[src/rtl/pwrup_pkg.sv]
package pwrup_pkg;

    typedef enum logic [3:0] {
        ST_IDLE,
        ST_XO,
        ST_POLL,
        ST_HSW,
        ST_HSW_WAIT,
        ST_QMC,
        ST_STBY,
        ST_BANK,
        ST_BANK_WAIT,
        ST_WL,
        ST_IO,
        ST_CORE,
        ST_CLK,
        ST_RUN,
        ST_DONE,
        ST_ERR
    } seq_state_e;

    typedef struct packed {
        logic stop_core;
        logic core_rst;
        logic bus_rst;
        logic xo_en;
        logic head_sw;
        logic ldo_byp;
        logic mem_clamp;
        logic l2_stby_n;
        logic slp_ret_n;
        logic wl_clamp;
        logic io_clamp;
        logic core_clk_en;
    } pwr_ctl_t;

    // Held, clamped, unpowered domain
    localparam pwr_ctl_t CTL_SAFE = '{
        stop_core:   1'b1,
        core_rst:    1'b1,
        bus_rst:     1'b1,
        xo_en:       1'b0,
        head_sw:     1'b0,
        ldo_byp:     1'b0,
        mem_clamp:   1'b1,
        l2_stby_n:   1'b0,
        slp_ret_n:   1'b0,
        wl_clamp:    1'b1,
        io_clamp:    1'b1,
        core_clk_en: 1'b0
    };

endpackage

[src/rtl/pwrup_tick.sv]
module pwrup_tick #(
    parameter int CLK_PER_US = 4
) (
    input  logic clk_i,
    input  logic rst_ni,
    input  logic clr_i,
    output logic tick_o
);
    localparam int CNT_W = (CLK_PER_US > 1) ? $clog2(CLK_PER_US) : 1;
    localparam logic [CNT_W-1:0] CNT_LAST = CNT_W'(CLK_PER_US - 1);

    logic [CNT_W-1:0] cnt_d, cnt_q;

    always_comb begin
        if (clr_i || cnt_q == CNT_LAST) begin
            cnt_d = '0;
        end else begin
            cnt_d = cnt_q + 1'b1;
        end
    end

    always_ff @(posedge clk_i or negedge rst_ni) begin
        if (!rst_ni) begin
            cnt_q <= '0;
        end else begin
            cnt_q <= cnt_d;
        end
    end

    assign tick_o = (cnt_q == CNT_LAST);

endmodule

[src/rtl/pwrup_bank_fill.sv]
module pwrup_bank_fill #(
    parameter int NUM_BANKS = 20
) (
    input  logic                 clk_i,
    input  logic                 rst_ni,
    input  logic                 clr_i,
    input  logic                 step_i,
    output logic [NUM_BANKS-1:0] en_o
);
    logic [NUM_BANKS-1:0] en_d, en_q;

    // Each step brings in a one at the top and moves the filled region down
    for (genvar i = 0; i < NUM_BANKS; i++) begin : g_bank
        logic src;
        if (i == NUM_BANKS - 1) begin : g_top
            assign src = 1'b1;
        end else begin : g_lower
            assign src = en_q[i+1];
        end
        assign en_d[i] = clr_i ? 1'b0 : (step_i ? src : en_q[i]);
    end

    always_ff @(posedge clk_i or negedge rst_ni) begin
        if (!rst_ni) begin
            en_q <= '0;
        end else begin
            en_q <= en_d;
        end
    end

    assign en_o = en_q;

    // A bank may be on only if every bank above it is on
    assert_bank_order_R6: assert property (@(posedge clk_i) disable iff (!rst_ni)
        (en_q & ~{1'b1, en_q[NUM_BANKS-1:1]}) == '0);

    assert_bank_keep_R6: assert property (@(posedge clk_i) disable iff (!rst_ni)
        !clr_i |=> ((en_q & $past(en_q)) == $past(en_q)));

    assert_bank_single_R6: assert property (@(posedge clk_i) disable iff (!rst_ni)
        (step_i && !clr_i && !(&en_q)) |=> ($countones(en_q) == $countones($past(en_q)) + 1));

endmodule

[src/rtl/pwrup_seq.sv]
module pwrup_seq
    import pwrup_pkg::*;
#(
    parameter int CLK_PER_US = 4,
    parameter int POLL_LIMIT = 200,
    parameter int NUM_BANKS  = 20,
    parameter int ADDR_W     = 32
) (
    input  logic                 clk_i,
    input  logic                 rst_ni,
    input  logic                 start_i,
    input  logic [ADDR_W-1:0]    boot_addr_i,
    input  logic                 clk_off_i,
    output logic                 stop_core_o,
    output logic                 core_rst_o,
    output logic                 bus_rst_o,
    output logic                 xo_en_o,
    output logic                 head_sw_o,
    output logic                 ldo_byp_o,
    output logic                 mem_clamp_o,
    output logic                 l2_stby_n_o,
    output logic                 slp_ret_n_o,
    output logic [NUM_BANKS-1:0] bank_en_o,
    output logic                 wl_clamp_o,
    output logic                 io_clamp_o,
    output logic                 core_clk_en_o,
    output logic [ADDR_W-5:0]    boot_vec_o,
    output logic                 busy_o,
    output logic                 done_o,
    output logic                 err_o
);
    localparam int VEC_SHIFT = 4;
    localparam int VEC_W     = ADDR_W - VEC_SHIFT;
    localparam int PCNT_W    = $clog2(POLL_LIMIT + 1);
    localparam int BCNT_W    = $clog2(NUM_BANKS + 1);
    localparam logic [PCNT_W-1:0] POLL_LAST = PCNT_W'(POLL_LIMIT - 1);
    localparam logic [BCNT_W-1:0] BANK_TOP  = BCNT_W'(NUM_BANKS - 1);

    typedef struct packed {
        seq_state_e        st;
        pwr_ctl_t          ctl;
        logic [PCNT_W-1:0] poll;
        logic [BCNT_W-1:0] bank;
        logic [VEC_W-1:0]  vec;
        logic              done;
        logic              err;
    } seq_regs_t;

    seq_regs_t d, q;
    logic      tick;
    logic      tick_clr;
    logic      bank_clr;
    logic      bank_step;
    logic      unused_addr_bits;

    assign unused_addr_bits = ^boot_addr_i[VEC_SHIFT-1:0];

    pwrup_tick #(
        .CLK_PER_US(CLK_PER_US)
    ) i_tick (
        .clk_i (clk_i),
        .rst_ni(rst_ni),
        .clr_i (tick_clr),
        .tick_o(tick)
    );

    pwrup_bank_fill #(
        .NUM_BANKS(NUM_BANKS)
    ) i_banks (
        .clk_i (clk_i),
        .rst_ni(rst_ni),
        .clr_i (bank_clr),
        .step_i(bank_step),
        .en_o  (bank_en_o)
    );

    always_comb begin
        d         = q;
        tick_clr  = 1'b0;
        bank_clr  = 1'b0;
        bank_step = 1'b0;
        unique case (q.st)
            ST_IDLE, ST_DONE, ST_ERR: begin
                if (start_i) begin
                    d.ctl    = CTL_SAFE;
                    d.vec    = boot_addr_i[ADDR_W-1:VEC_SHIFT];
                    d.done   = 1'b0;
                    d.err    = 1'b0;
                    bank_clr = 1'b1;
                    d.st     = ST_XO;
                end
            end
            ST_XO: begin
                d.ctl.xo_en = 1'b1;
                d.poll      = '0;
                tick_clr    = 1'b1;
                d.st        = ST_POLL;
            end
            ST_POLL: begin
                if (tick) begin
                    if (!clk_off_i) begin
                        d.st = ST_HSW;
                    end else if (q.poll == POLL_LAST) begin
                        d.err = 1'b1;
                        d.st  = ST_ERR;
                    end else begin
                        d.poll = q.poll + 1'b1;
                    end
                end
            end
            ST_HSW: begin
                d.ctl.head_sw = 1'b1;
                tick_clr      = 1'b1;
                d.st          = ST_HSW_WAIT;
            end
            ST_HSW_WAIT: begin
                if (tick) begin
                    d.ctl.ldo_byp = 1'b1;
                    d.st          = ST_QMC;
                end
            end
            ST_QMC: begin
                d.ctl.mem_clamp = 1'b0;
                d.st            = ST_STBY;
            end
            ST_STBY: begin
                d.ctl.l2_stby_n = 1'b1;
                d.ctl.slp_ret_n = 1'b1;
                d.bank          = BANK_TOP;
                d.st            = ST_BANK;
            end
            ST_BANK: begin
                bank_step = 1'b1;
                tick_clr  = 1'b1;
                d.st      = ST_BANK_WAIT;
            end
            ST_BANK_WAIT: begin
                if (tick) begin
                    if (q.bank == '0) begin
                        d.st = ST_WL;
                    end else begin
                        d.bank = q.bank - 1'b1;
                        d.st   = ST_BANK;
                    end
                end
            end
            ST_WL: begin
                d.ctl.wl_clamp = 1'b0;
                d.st           = ST_IO;
            end
            ST_IO: begin
                d.ctl.io_clamp = 1'b0;
                d.st           = ST_CORE;
            end
            ST_CORE: begin
                d.ctl.core_rst = 1'b0;
                d.st           = ST_CLK;
            end
            ST_CLK: begin
                d.ctl.core_clk_en = 1'b1;
                d.st              = ST_RUN;
            end
            ST_RUN: begin
                d.ctl.stop_core = 1'b0;
                d.done          = 1'b1;
                d.st            = ST_DONE;
            end
            default: begin
                d.st = ST_IDLE;
            end
        endcase
    end

    always_ff @(posedge clk_i or negedge rst_ni) begin
        if (!rst_ni) begin
            q.st   <= ST_IDLE;
            q.ctl  <= CTL_SAFE;
            q.poll <= '0;
            q.bank <= '0;
            q.vec  <= '0;
            q.done <= 1'b0;
            q.err  <= 1'b0;
        end else begin
            q <= d;
        end
    end

    assign stop_core_o   = q.ctl.stop_core;
    assign core_rst_o    = q.ctl.core_rst;
    assign bus_rst_o     = q.ctl.bus_rst;
    assign xo_en_o       = q.ctl.xo_en;
    assign head_sw_o     = q.ctl.head_sw;
    assign ldo_byp_o     = q.ctl.ldo_byp;
    assign mem_clamp_o   = q.ctl.mem_clamp;
    assign l2_stby_n_o   = q.ctl.l2_stby_n;
    assign slp_ret_n_o   = q.ctl.slp_ret_n;
    assign wl_clamp_o    = q.ctl.wl_clamp;
    assign io_clamp_o    = q.ctl.io_clamp;
    assign core_clk_en_o = q.ctl.core_clk_en;
    assign boot_vec_o    = q.vec;
    assign done_o        = q.done;
    assign err_o         = q.err;
    assign busy_o        = !(q.st inside {ST_IDLE, ST_DONE, ST_ERR});

    assert_start_safe_R1: assert property (@(posedge clk_i) disable iff (!rst_ni)
        (start_i && !busy_o) |=> (stop_core_o && core_rst_o && bus_rst_o && !head_sw_o
                                  && bank_en_o == '0 && io_clamp_o && busy_o));

    assert_hsw_needs_xo_R2: assert property (@(posedge clk_i) disable iff (!rst_ni)
        head_sw_o |-> xo_en_o);

    assert_err_held_R3: assert property (@(posedge clk_i) disable iff (!rst_ni)
        err_o |-> (stop_core_o && core_rst_o && bus_rst_o && !head_sw_o));

    assert_ldo_after_hsw_R4: assert property (@(posedge clk_i) disable iff (!rst_ni)
        ldo_byp_o |-> head_sw_o);

    assert_stby_after_clamp_R5: assert property (@(posedge clk_i) disable iff (!rst_ni)
        l2_stby_n_o |-> (!mem_clamp_o && ldo_byp_o && slp_ret_n_o));

    assert_wl_after_banks_R7: assert property (@(posedge clk_i) disable iff (!rst_ni)
        !wl_clamp_o |-> (&bank_en_o));

    assert_io_after_wl_R7: assert property (@(posedge clk_i) disable iff (!rst_ni)
        !io_clamp_o |-> !wl_clamp_o);

    assert_core_order_R8: assert property (@(posedge clk_i) disable iff (!rst_ni)
        !stop_core_o |-> (core_clk_en_o && !core_rst_o && !io_clamp_o));

    assert_done_hold_R8: assert property (@(posedge clk_i) disable iff (!rst_ni)
        (done_o && !start_i) |=> done_o);

    assert_vec_stable_R9: assert property (@(posedge clk_i) disable iff (!rst_ni)
        busy_o |=> $stable(boot_vec_o));

    assert_status_excl_R10: assert property (@(posedge clk_i) disable iff (!rst_ni)
        $onehot0({busy_o, done_o, err_o}));

endmodule

[config.mk]
export PLATFORM = sky130hd
export DESIGN_NAME = pwrup_seq
export DESIGN_NICKNAME = d
export VERILOG_FILES = /design/src/rtl/pwrup_pkg.sv /design/src/rtl/pwrup_tick.sv /design/src/rtl/pwrup_bank_fill.sv /design/src/rtl/pwrup_seq.sv
export SDC_FILE = /design/constraint.sdc
export NUM_CORES = 1
export LEC_CHECK = 0
export BUFFER_PORTS_ARGS = -buffer_cell sky130_fd_sc_hd__buf_2
export CAP_MARGIN = 0
export CORE_MARGIN = 2
export CORE_UTILIZATION = 50
export CTS_CLUSTER_SIZE = 8
export DETAILED_ROUTE_END_ITERATION = 16
export GPL_TIMING_DRIVEN = 0
export PLACE_DENSITY = 0.75
export SETUP_SLACK_MARGIN = 0.15
export SKIP_LAST_GASP = 1
export SLEW_MARGIN = 30
export SYNTH_ARGS = -nofsm -noshare
export SYNTH_HDL_FRONTEND = slang
export SYNTH_HIERARCHICAL = 1
export SYNTH_SLANG_ARGS = --single-unit
[constraint.sdc]
create_clock -name clk_i -period 2.3 [get_ports clk_i]
set_input_delay 0.46 -clock clk_i [delete_from_list [all_inputs] [get_ports clk_i]]
set_output_delay 0.46 -clock clk_i [all_outputs]
set_load 0.02 [all_outputs]
---- Word-level counts from Yosys, hierarchy flattened ----
Index checks and enable logic that the tools add are counted.
word-level totals
  bits of input ports ..................... 36
  logic and storage cells ................. 161
  register bits after elaboration ......... 80
cells by class
  reductions and logical operators ........ 36
  $add $sub $neg .......................... 3
  eq/ne operators ......................... 26
  mux-type cells .......................... 77
operators with widths
  operator               number
  $pmux W4 S14           1
  $mux W1                48
  $eq A4 B4 Y1 const B   8
  $reduce_bool A2 Y1     14
  $mux W4                6
  $mux W8                3
  $pmux W1 S2            11
  $reduce_and A2 Y1      10
  $eq A4 B3 Y1 const B   4
  $mux W16               1
  $pmux W8 S2            1
  $mux W5                2
  $ne A2 B2 Y1 const B   5
  $pmux W5 S2            1
  $reduce_and A5 Y1      2
  $add A8 B1 Y8 const B  1
  $eq A4 B2 Y1 const B   2
  $eq A8 B8 Y1 const B   1
  $ne A2 B1 Y1 const B   3
  $reduce_and A3 Y1      2
  $reduce_or A3 Y1       2
  $logic_not A5 Y1       1
  $sub A5 B1 Y5 const B  1
  $eq A4 B1 Y1 const B   1
  10 further kinds       11

---- Logic depth before layout (Yosys ltp) ----
  depth after elaboration ................. 5
  gate-level depth with buffers ........... 8
  depth with buffers taken out ............ 6

---- Hierarchy ----
The synthesis kept the hierarchy.
modules (own cells, without submodules)
  module           times used  sequential area each (um^2)  area each (um^2)  cells an instance
  pwrup_seq        1           1,432.6                      3,024.2           281
  pwrup_bank_fill  1           500.5                        799.5             64
  pwrup_tick       1           50.0                         85.1              5

---- Least setup slack after synthesis ----
No wires, ideal clock.
  path kind ............................... register to register
  from .................................... register q[56] in the netlist's numbering
  to ...................................... register i_banks.en_q[18] (netlist: i_banks/en_o[18])
  clock period less this slack ............ 1,895 ps
  arrival time ............................ 1,763 ps
  required time ........................... 2,168 ps
  slack ................................... 405 ps
  setup time .............................. 132 ps
  path buffers ............................ 4
  stages on the path, launching flop included .. 9
  cell sequence ........................... dfrtp_1 -> buf_4 -> buf_2 -> clkbuf_1 -> inv_1 -> nor3_1 -> buf_6 -> mux2i_1 -> nor2_1
on the way
  elaborated cells between the ends (all ways) .. 9
RTL lines
  item                                 RTL line               text
  from (decl)                          pwrup_seq.sv:49        seq_regs_t d, q;
  $eq A4 B3 Y1                         pwrup_seq.sv:82        unique case (q.st)
  $mux W1                              pwrup_seq.sv:82
  named net bank_step                  pwrup_seq.sv:53        logic bank_step;
  $reduce_bool A2 Y1 (no source line)  --
  to (signal assigned)                 pwrup_bank_fill.sv:27  en_q <= en_d;
  to (decl)                            pwrup_bank_fill.sv:10  logic [NUM_BANKS-1:0] en_d, en_q;
The timed path passes the listed nets, and every way through them passes these cells.
A chain may end at the register's enable or synchronous reset.

---- Worst setup path in the final report ----
  from .................................... register i_tick.cnt_q[0]
  to ...................................... register q[34] in the netlist's numbering
on the way
  cells in the longest elaborated chain, start to end .. 3
ends and longest elaborated chain
  item                                RTL line          text
  from (decl)                         pwrup_tick.sv:12  logic [CNT_W-1:0] cnt_d, cnt_q;
  from (signal assigned)              pwrup_tick.sv:26  cnt_q <= cnt_d;
  $eq A2 B2 Y1                        pwrup_tick.sv:30  assign tick_o = (cnt_q == CNT_LAST);
  named net tick                      pwrup_seq.sv:50   logic tick;
  $ne A2 B1 Y1 (no source line)       --
  $reduce_and A3 Y1 (no source line)  --
The timed path passes the listed nets, and every way through them passes these cells.

==> impl_results.md <==
- Status: completed
- Skew-Pair Late Insertion Delay: 0.36 ns
- Drt wl/cell: 14.0 um
- Root Buffer: clkbuf_8
- Critical Path AT: 2.28 ns
- DRT iter0 DRCs: 64
- Worst-path cell chain: ha_1 > nor3b_2 > nand3_2 > or4b_1 > a21o_1
- Fraction of layout cells with a size suffix above 1: 42.8%
- Routed WL: 7.87 mm
- M2 GR Usage: 33.0%
- Pre-antenna DRT Iters: 4
- Minimum clock period: 2.03 ns
- Initial antenna violation count: 0
- Starting Density: 51.1%
- Worst-path clk slew: 0.09 ns
- Cells after Synth: 350
- Yosys cell types: 57
- Setup TNS: 0 ns
- RSZ-0062 raised after global routing: true
- ANT cells: 0
- Most common cell after layout, fill and taps aside: buf_2
- Max Fclk: 494 MHz
- First-pass GRT wire length: 13.4 mm
- Pre-CTS setup slack: 0.0194 ns
- All-Layer GR Usage: 19.7%
- CORE AREA: 7650 um^2
- Register area share after synthesis: 50.7%
- Die area: 8540 um^2
- Setup CP Type: flop to flop
- Syn_nets: 389
- R2r startpoint: i_tick/cnt_q[0]
- Startpoint Class: flop
- Largest net degree at the start of global routing: 45
- Clock skew: 0.0120 ns
- Die Span Y: 92.4 um
- Met1 Use GR: 25.3%
- Final setup fails: 0
- Worst-path fanout max: 7
- GP Congestion: 0.848
- Pins Over Slew Limit: 0
- GRT overflow: 0
- Element type at the critical path end: flop
- DR vias/cell: 5.20
- Slew HR: 66.3%
- Die span in x: 92.4 um
- Final #Nets: 494
- Worst IR Drop VDD: 0.735 mV
- Leak Pwr: 2.33 nW
- Largest stage delay, worst path: 0.52 ns
- IO Count: 99
- Most Crowded Layer GR: met2
- Critical path origin: i_tick/cnt_q[0]
- YS warnings: 6
- Vias in the first global route: 2896
- Inst Count DP: 546
- EDFF count, synth: 0
- Final Hold Viols: 0
- Met3 GRT Util: 4.56%
- Most frequent cells in the layout: buf_2 (100), dfrtp_1 (74), nor2_1 (38), buf_4 (33), mux2_2 (24)
- Antenna Violating Nets Remaining: 0
- Synthesis-to-finish area growth: 21.4%
- Synthesized area: 3910 um^2
- PnR worst setup slack: 0.274 ns
- Post-route cell area: 4740 um^2
- Num rows: 32
- Req. time, crit path: 2.56 ns
- Hold buffers post-CTS: 0
- #FFs+latches synth: 79
- DRC errors left: 0
- Number of port buffers: 93
- Num CTS Buffers: 9
- CP max stage cell: or4b_1
- Mapped Avg Cell Area: 11.2 um^2
- Area after DPL: 4520 um^2
- H-tree lvl count: 3
- TritonCTS clock tree: done
- CTS sink count: 79
- Final critical-path share of the clock period: 88.1%
- Post-Layout Cell Count: 562
- Maximum clock path buffer count: 2
- Post-synth top flop: dfrtp_1
- Number of max-cap violations: 0
- Worst Hold Class: input port to asynchronous set/reset pin
- Worst-margin pin slew: 0.503 ns
- Power per Cell Area: 1440 nW/um^2
- Via count: 2924
- Asr flop ratio synth: 100%
- Detailed placement HPWL: 5.75 mm
## logic make-up after synthesis
kind of cell    Yosys count  synth area share (%)
xor+xnor                  3                 0.672
simple gates            101                  14.2
fa+ha+maj                 3                 0.960
buf+inv                  58                  9.44
compound gates           55                  10.1
other cells               1                0.0959
flops                    79                  50.7
mux                      50                  13.7
## registers in the layout, indices dropped and copies added (netlist names)
register / cells
mem_clamp_o: 1
done_o: 1
wl_clamp_o: 1
xo_en_o: 1
ldo_byp_o: 1
head_sw_o: 1
i_banks/en_o: 20
i_tick/cnt_q: 2
core_rst_o: 1
q: 17
core_clk_en_o: 1
boot_vec_o: 28
stop_core_o: 1
io_clamp_o: 1
l2_stby_n_o: 1
err_o: 1
## power by group
| group | switching [mW] | internal (mW) |
|---|---|---|
| clock network | 0.547 | 0.548 |
| registers | 0.359 | 1.97 |
| logic | 1.90 | 1.50 |
## cells in the mapped netlist, types with 2 or more instances
| cell | count | area (um^2) |
|---|---|---|
| o21ai_2 | 2 | 17.5 |
| buf_4 | 32 | 240 |
| clkbuf_1 | 7 | 26.3 |
| o21ai_0 | 12 | 60.1 |
| nor2b_1 | 2 | 12.5 |
| buf_2 | 7 | 35.0 |
| mux2i_1 | 21 | 210 |
| or4_1 | 3 | 22.5 |
| nand2_1 | 18 | 67.6 |
| nor3_1 | 4 | 20.0 |
| a21oi_1 | 7 | 35.0 |
| inv_1 | 9 | 33.8 |
| dfstp_2 | 5 | 131 |
| dfrtp_1 | 74 | 1850 |
| and2_1 | 2 | 12.5 |
| nand4_1 | 3 | 18.8 |
| mux2_1 | 5 | 56.3 |
| buf_6 | 3 | 33.8 |
| and3_1 | 5 | 31.3 |
| o31ai_1 | 5 | 37.5 |
| a221oi_1 | 2 | 17.5 |
| nor3b_2 | 2 | 25.0 |
| a21o_1 | 5 | 37.5 |
| ha_1 | 3 | 37.5 |
| o221ai_1 | 3 | 26.3 |
| mux2_2 | 24 | 270 |
| xor2_1 | 3 | 26.3 |
| nor2_1 | 38 | 143 |
| a211oi_1 | 3 | 22.5 |
| or4b_1 | 2 | 20.0 |
| nand2b_1 | 4 | 25.0 |
| nand3_1 | 6 | 30.0 |
| o211ai_1 | 4 | 30.0 |
| a2bb2oi_1 | 2 | 17.5 |
## routing by layer
| layer | routed length [um] | share of wire (%) |
|---|---|---|
| met3 | 400 | 5.1 |
| met1 | 3420 | 43 |
| met2 | 3950 | 50 |
| met4 | 102 | 1.3 |
| met5 | 0 | 0 |
## what timing repair did
action | CTS | global route
gates resized for setup | 1 | 2
setup buffers | 0 | 0
hold endpoints to repair | 0 | 0
setup endpoints to repair | 19 | 19
## worst max-delay path: cells and delay by family, from the launching register on
family          cells  cell delay (ns)
simple gates        3             0.99
flops               1             0.39
fa+ha+maj           1             0.35
compound gates      1             0.19
## area by class of cell
type | instances | area, um^2
Buffer | 49 | 337
Clock buffer | 10 | 138
Clock inverter | 6 | 75.1
Fill cell | 650 | 2900
Inverter | 9 | 33.8
Multi-Input combinational cell | 213 | 1560
Sequential cell | 79 | 1980
Tap cell | 102 | 128
Timing Repair Buffer | 94 | 488
## path summary, 6_finish.rpt
kind | end | cells past startpoint | slack (ns)
max | q[34] | 5 | 0.27
min | boot_vec_o[20] | 1 | 0.04
max reg2reg | q[34] | 5 | 0.27
min reg2reg | err_o | 2 | 0.48
max in group asynchronous | stop_core_o | 2 | 1.61
min in group clk_i | boot_vec_o[7] | 2 | 0.32
## stage by stage
step                      utilization [%]  power, mW  hold WS, ns
after floorplan                         -       4.83        0.164
after global placement               58.9       5.63        0.444
after detailed placement             59.2       5.76        0.450
after CTS                            62.0       6.88       0.0504
after global routing                 62.0       7.30       0.0659
final                                62.0       6.82       0.0357
Power figures use the tool's default switching activity.
